===== config.mk =====
export PLATFORM = sky130hd
export DESIGN_NAME = i2c_boot_seq
export DESIGN_NICKNAME = d
export VERILOG_FILES = /design/src/rtl/i2cb_pkg.sv /design/src/rtl/i2cb_wb_engine.sv /design/src/rtl/i2cb_mac_shift.sv /design/src/rtl/i2c_boot_seq.sv
export SDC_FILE = /design/constraint.sdc
export NUM_CORES = 1
export LEC_CHECK = 0
export ABC_AREA = 1
export BUFFER_PORTS_ARGS = -buffer_cell sky130_fd_sc_hd__buf_2
export CORE_ASPECT_RATIO = 1.2
export CORE_UTILIZATION = 30
export DETAILED_ROUTE_END_ITERATION = 6
export SLEW_MARGIN = 10
export SYNTH_ARGS = -nofsm -noshare
export SYNTH_HDL_FRONTEND = slang
export SYNTH_SLANG_ARGS = --single-unit

===== constraint.sdc =====
create_clock -name clk -period 1.6 [get_ports clk]
set_input_delay 0.32 -clock clk [delete_from_list [all_inputs] [get_ports clk]]
set_output_delay 0.32 -clock clk [all_outputs]
set_load 0.1 [all_outputs]

===== src/rtl/i2cb_pkg.sv =====
package i2cb_pkg;

    typedef struct packed {
        logic [2:0] bus;
        logic       rd;
        logic [3:0] sel;
        logic [7:0] data;
    } boot_cmd_t;

    typedef enum logic [2:0] {
        ST_FETCH,
        ST_ACCESS,
        ST_POLL_ISSUE,
        ST_POLL_WAIT,
        ST_ADVANCE,
        ST_DONE
    } seq_state_t;

    localparam logic [15:0] END_MARK = 16'hFFFF;

    function automatic boot_cmd_t decode_cmd(input logic [15:0] word);
        return boot_cmd_t'(word);
    endfunction

    function automatic logic is_end(input logic [15:0] word);
        return word == END_MARK;
    endfunction

endpackage


===== src/rtl/i2cb_wb_engine.sv =====
module i2cb_wb_engine (
    input  logic       clk,
    input  logic       rst,
    input  logic       start,
    input  logic       req_we,
    input  logic [3:0] req_adr,
    input  logic [7:0] req_dat,
    output logic       done,
    output logic [7:0] rdata,
    output logic       wb_cyc,
    output logic       wb_stb,
    output logic       wb_we,
    output logic [3:0] wb_adr,
    output logic [7:0] wb_dat_o,
    input  logic [7:0] wb_dat_i,
    input  logic       wb_ack
);
    always_ff @(posedge clk) begin
        if (rst) begin
            wb_cyc   <= 1'b0;
            wb_we    <= 1'b0;
            wb_adr   <= '0;
            wb_dat_o <= '0;
            done     <= 1'b0;
            rdata    <= '0;
        end else begin
            done <= 1'b0;
            if (wb_cyc) begin
                if (wb_ack) begin
                    wb_cyc <= 1'b0;
                    done   <= 1'b1;
                    rdata  <= wb_dat_i;
                end
            end else if (start) begin
                wb_cyc   <= 1'b1;
                wb_we    <= req_we;
                wb_adr   <= req_adr;
                wb_dat_o <= req_dat;
            end
        end
    end

    assign wb_stb = wb_cyc;

    // request held until acknowledged
    p_hold_until_ack_r9: assert property (@(posedge clk) disable iff (rst)
        (wb_cyc && !wb_ack) |=> (wb_cyc && $stable(wb_adr) && $stable(wb_we) && $stable(wb_dat_o)));

    // one access at a time, a new request never overlaps an open cycle
    p_start_when_idle_r3: assert property (@(posedge clk) disable iff (rst)
        start |-> !wb_cyc);

endmodule


===== src/rtl/i2cb_mac_shift.sv =====
module i2cb_mac_shift #(
    parameter int unsigned MAC_BYTES = 6
) (
    input  logic                   clk,
    input  logic                   rst,
    input  logic                   shift_en,
    input  logic [7:0]             byte_in,
    output logic [8*MAC_BYTES-1:0] mac,
    output logic                   valid
);
    localparam int unsigned MAC_W = 8 * MAC_BYTES;
    localparam int unsigned CW    = $clog2(MAC_BYTES + 1);

    logic [CW-1:0] cnt;

    always_ff @(posedge clk) begin
        if (rst) begin
            mac   <= '0;
            cnt   <= '0;
            valid <= 1'b0;
        end else if (shift_en && !valid) begin
            mac <= {mac[MAC_W-9:0], byte_in};
            cnt <= cnt + 1'b1;
            if (cnt == CW'(MAC_BYTES - 1))
                valid <= 1'b1;
        end
    end

    // address frozen once complete
    p_mac_frozen_r5: assert property (@(posedge clk) disable iff (rst)
        valid |=> (valid && $stable(mac)));

endmodule


===== src/rtl/i2c_boot_seq.sv =====
module i2c_boot_seq
    import i2cb_pkg::*;
#(
    parameter int unsigned ROM_DEPTH = 64,
    parameter int unsigned CMD_SEL   = 4,
    parameter int unsigned STAT_SEL  = 4,
    parameter int unsigned TIP_BIT   = 1,
    parameter int unsigned NACK_BIT  = 7,
    parameter int unsigned MAC_BYTES = 6
) (
    input  logic        clk,
    input  logic        rst,
    output logic [5:0]  rom_addr,
    input  logic [15:0] rom_data,
    output logic        wb_cyc,
    output logic        wb_stb,
    output logic        wb_we,
    output logic [3:0]  wb_adr,
    output logic [7:0]  wb_dat_o,
    input  logic [7:0]  wb_dat_i,
    input  logic        wb_ack,
    output logic [2:0]  bus_sel,
    output logic [47:0] mac_addr,
    output logic        mac_valid,
    output logic        nack_err,
    output logic        seq_done
);
    localparam int unsigned AW = (ROM_DEPTH > 1) ? $clog2(ROM_DEPTH) : 1;
    localparam logic [AW-1:0] LAST_ADDR = AW'(ROM_DEPTH - 1);

    seq_state_t    state;
    boot_cmd_t     cur;
    logic [AW-1:0] addr_q;
    logic          cmd_rd_q;
    logic [3:0]    cmd_sel_q;

    logic          eng_start, eng_we, eng_done;
    logic [3:0]    eng_adr;
    logic [7:0]    eng_rdata;
    logic          cap_en;

    assign cur = decode_cmd(rom_data);

    always_comb begin
        eng_start = 1'b0;
        eng_we    = 1'b0;
        eng_adr   = 4'(STAT_SEL);
        if (state == ST_FETCH && !is_end(rom_data)) begin
            eng_start = 1'b1;
            eng_we    = !cur.rd;
            eng_adr   = cur.sel;
        end else if (state == ST_POLL_ISSUE) begin
            eng_start = 1'b1;
        end
    end

    assign cap_en = (state == ST_ACCESS) && eng_done && cmd_rd_q;

    always_ff @(posedge clk) begin
        if (rst) begin
            state     <= ST_FETCH;
            addr_q    <= '0;
            cmd_rd_q  <= 1'b0;
            cmd_sel_q <= '0;
            bus_sel   <= '0;
            nack_err  <= 1'b0;
        end else begin
            unique case (state)
                ST_FETCH: begin
                    if (is_end(rom_data)) begin
                        state <= ST_DONE;
                    end else begin
                        cmd_rd_q  <= cur.rd;
                        cmd_sel_q <= cur.sel;
                        bus_sel   <= cur.bus;
                        state     <= ST_ACCESS;
                    end
                end
                ST_ACCESS: begin
                    if (eng_done)
                        state <= (!cmd_rd_q && cmd_sel_q == 4'(CMD_SEL)) ? ST_POLL_ISSUE : ST_ADVANCE;
                end
                ST_POLL_ISSUE: state <= ST_POLL_WAIT;
                ST_POLL_WAIT: begin
                    if (eng_done) begin
                        if (eng_rdata[TIP_BIT]) begin
                            state <= ST_POLL_ISSUE;
                        end else begin
                            if (eng_rdata[NACK_BIT])
                                nack_err <= 1'b1;
                            state <= ST_ADVANCE;
                        end
                    end
                end
                ST_ADVANCE: begin
                    if (addr_q == LAST_ADDR) begin
                        state <= ST_DONE;
                    end else begin
                        addr_q <= addr_q + 1'b1;
                        state  <= ST_FETCH;
                    end
                end
                default: state <= ST_DONE;
            endcase
        end
    end

    assign rom_addr = 6'(addr_q);
    assign seq_done = (state == ST_DONE);

    i2cb_wb_engine i_engine (
        .clk      (clk),
        .rst      (rst),
        .start    (eng_start),
        .req_we   (eng_we),
        .req_adr  (eng_adr),
        .req_dat  (cur.data),
        .done     (eng_done),
        .rdata    (eng_rdata),
        .wb_cyc   (wb_cyc),
        .wb_stb   (wb_stb),
        .wb_we    (wb_we),
        .wb_adr   (wb_adr),
        .wb_dat_o (wb_dat_o),
        .wb_dat_i (wb_dat_i),
        .wb_ack   (wb_ack)
    );

    i2cb_mac_shift #(.MAC_BYTES(MAC_BYTES)) i_mac (
        .clk      (clk),
        .rst      (rst),
        .shift_en (cap_en),
        .byte_in  (eng_rdata),
        .mac      (mac_addr),
        .valid    (mac_valid)
    );

    // address walks upward by exactly one
    p_addr_step_r3: assert property (@(posedge clk) disable iff (rst)
        !$stable(rom_addr) |-> (rom_addr == 6'($past(rom_addr) + 1'b1)));

    // done is final, bus silent, address held
    p_done_hold_r8: assert property (@(posedge clk) disable iff (rst)
        seq_done |=> (seq_done && $stable(rom_addr)));
    p_quiet_after_done_r8: assert property (@(posedge clk) disable iff (rst)
        seq_done |-> !wb_cyc);

    // missing-acknowledge flag is sticky
    p_err_sticky_r6: assert property (@(posedge clk) disable iff (rst)
        nack_err |=> nack_err);

endmodule


==> impl_metrics.toml <==
[outcome]
status = "finished clean"

[worst_setup_path]
cp-end-kind = "output pin"
r2r-end = "rom_addr[4]$_SDFFE_PP0P_"
slowest_stage = "dfxtp_2"
cp_cell_sequence = "inv_1, nor3_4, buf_12"
cp_max_fo = 4
worstSetupStartpoint = "state[0]$_SDFFE_PP0P_"
worstSetupPathType = "reg -> out"
crit_arrival_ps = 1240
timing.rr.start = "rom_addr[0]$_SDFFE_PP0P_"
cp.required_ps = 1280
start_kind = "register"
crit_end = "seq_done"
reg2reg_slack_ps = 160
critical-path-max-stage-delay_ps = 370
r2r_cells = 9

[final_layout]
final_cells = 720
fillCellCount = 1270
drive_gt1_share_pct = 27.4
final_common_cell = "nor2_1"
final_cell_mix = "nor2_1, buf_2, dfxtp_1"
post-route-util_pct = 39.2
num_antenna_cells = 0
finalNetCount = 589
area_delta_synth_final_pct = 26.7

[synthesis]
synth-main-ff-cell = "dfxtp_1"
synth-seq-area-share_pct = 51.5
synth-seq-cells = 93
synth_area_leaders = "dfxtp_1, nor2_1, o21ai_0"
syn_area_mm2 = 0.00362
synth_top_area_cell = "dfxtp_1"
synth_top_area_share_pct = 51.5
syn_inst = 459
synth_area_per_cell_um2 = 7.88
synthArstFlopShare_pct = 0
synth_cell_types = 36
yosysWarnings = 0
synth_fp_nets = 489
synth-edff-count = 0

[drt]
ant_nets = 0
drt_wl_total_mm = 8.13
vias_per_cell = 4.37
num_vias = 3149
firstDrtPassIters = 4
drcViolationCount = 0
wl_per_cell_um = 11.3
drt-initial-drc-count = 131

[floorplanning]
io-pin-count = 102
die_w_um = 102
fp-row-count = 43
core_mm2 = 0.0117
die_h_um = 122
start_util_pct = 31.0
die_area_mm2 = 0.0125

[global_routing]
antenna_found_initial = 0
grt_use_total_pct = 13.8
grt_max_degree = 50
grt_overflow = 0
grt_pass1_wl_mm = 13.3
first_global_vias = 2855

[sta]
worst_pin_slew_ps = 532
final_max_slew_viol_count = 0
max-slew-margin-rel_pct = 64.4
finalSetupViolations = 0
fin_tns_setup_ps = 0
max_freq_mhz = 642
finClkSkew_ps = 6.80
fin_crit_ps = 1560
finalHoldViolCount = 0
hold_slack_ps = 186
period_share_pct = 97.4
rsz0062_at_grt = "true"

[cts]
clockBufferDepth = 2
cts.sinks = 93
clkSlewWorstSetupHoldPaths_ps = 60
worstSkewPairLatency_ps = 340
postCtsHoldBufs = 0
htreeDepth = 3
cts_tree = "yes"
cts_buffers = 9
ctsRootBufferMaster = "clkbuf_16"

[power]
power.density_mw_per_mm2 = 1330
clock_power_share_pct = 31.8
p_comb_share_pct = 26.1
intPower_mw = 3.88
pwr-share-seq_pct = 42.1
p_sw_mw = 2.22
p_leak_nw = 2.06
ir_drop_mv = 0.957
swShare_pct = 36.4
p_total_mw = 6.11

[place]
port_buffers = 101
hpwl_mm = 5.87
placed_cells = 705
gp_congestion = 0.883

[worst_hold_path]
hold_class = "in -> reg"

[job]
maxCapViolations = 0
final cells by class:
class	instances	area, µm²	share of cell area, %
well taps	157	196	4.29
inverters	31	126	2.76
multi-input cells	312	1480	32.4
clock buffers	12	246	5.38
repair buffers	112	628	13.7
flip-flops and latches	93	1880	41.0
clock inverters	3	22.5	0.492
state kept, by name (all words and copies together), names as in the netlist:
register           cells
i_mac.cnt              3
i_engine.wb_dat_o      8
i_engine.rdata         8
rom_addr               6
cmd_sel_q              4
cmd_rd_q               1
i_engine.wb_adr        4
i_engine.wb_cyc        1
nack_err               1
state                  3
i_mac.valid            1
i_mac.mac             48
bus_sel                3
i_engine.wb_we         1
i_engine.done          1
power by group through the flow:
stage	combinational, mW	clock (mW)	sequential (mW)
after floorplan	0.557	0	3.38
after global placement	1.59	0	2.62
after detailed placement	1.60	0	2.62
after CTS	1.60	2.01	2.57
after global routing	1.70	2.10	2.59
final	1.59	1.94	2.57
per-stage QoR:
| stage | area (µm²) | setup slack [ps] |
|---|---|---|
| floorplan | 3640 | 42.8 |
| global placement | 4310 | 122 |
| detailed placement | 4310 | 87.6 |
| CTS | 4580 | 19.6 |
| global route | 4580 | -11.4 |
| finish | 4580 | 42.0 |
repair_timing:
| item | 4_1_cts | 5_1_grt |
|---|---|---|
| buffers inserted | 0 | 0 |
| cloned | 0 | 0 |
| resized for setup | 1 | 2 |
| pin swaps | 1 | 0 |
| endpoints found under the setup margin | 1 | 2 |
worst max-delay path, delay by kind of cell, from the launching register on:
family	cells	cell delay (ps)
buf+inv	2	300
flops	1	370
simple gates	1	230
cells in the mapped netlist (3+ instances only):
| cell type | count |
|---|---|
| nor2_1 | 128 |
| dfxtp_1 | 93 |
| o21ai_0 | 67 |
| nand2_1 | 51 |
| inv_1 | 27 |
| a21oi_1 | 21 |
| clkbuf_1 | 10 |
| nand3b_1 | 8 |
| nand3_1 | 7 |
| buf_6 | 6 |
| ha_1 | 3 |
| nand2_4 | 3 |
| nor2_2 | 3 |
| nor3_1 | 3 |
how the worst min path moves through the flow:
| stage | endpoint | start | cells past startpoint | slack (ps) |
|---|---|---|---|---|
| after floorplan | i_mac.mac[0]$_SDFFE_PP0P_ | i_engine.rdata[0]$_SDFFE_PP0P_ | 2 | 420 |
| after global placement | rom_addr[0]$_SDFFE_PP0P_ | rom_addr[0]$_SDFFE_PP0P_ | 1 | 440 |
| after detailed placement | i_mac.mac[4]$_SDFFE_PP0P_ | i_engine.rdata[4]$_SDFFE_PP0P_ | 2 | 440 |
| after CTS | i_engine.rdata[7]$_SDFFE_PP0P_ | wb_dat_i[7] | 3 | 170 |
| after global routing | i_engine.rdata[4]$_SDFFE_PP0P_ | wb_dat_i[4] | 3 | 200 |
| final | i_engine.rdata[5]$_SDFFE_PP0P_ | wb_dat_i[5] | 3 | 190 |
cells by family (layout without fill, tap and decap cells):
family                   Yosys count  count (layout)  synth area share (%)
buffers and inverters             54             158                  7.99
AND/OR/NAND/NOR                  211             211                  25.3
adder cells (fa/ha/maj)            3               3                  1.04
AO/OA/AOI/OAI                     97              97                  14.0
XOR/XNOR                           1               1                 0.242
flip-flops                        93              93                  51.5
routing by layer:
metal | GRT usage (%) | part of all wire, %
met1 | 16.6 | 45
met2 | 21.8 | 46
met3 | 4.84 | 6.9
met4 | 6.70 | 1.9
met5 | 0 | 0
Note: power is estimated with default switching activity, not from simulation.
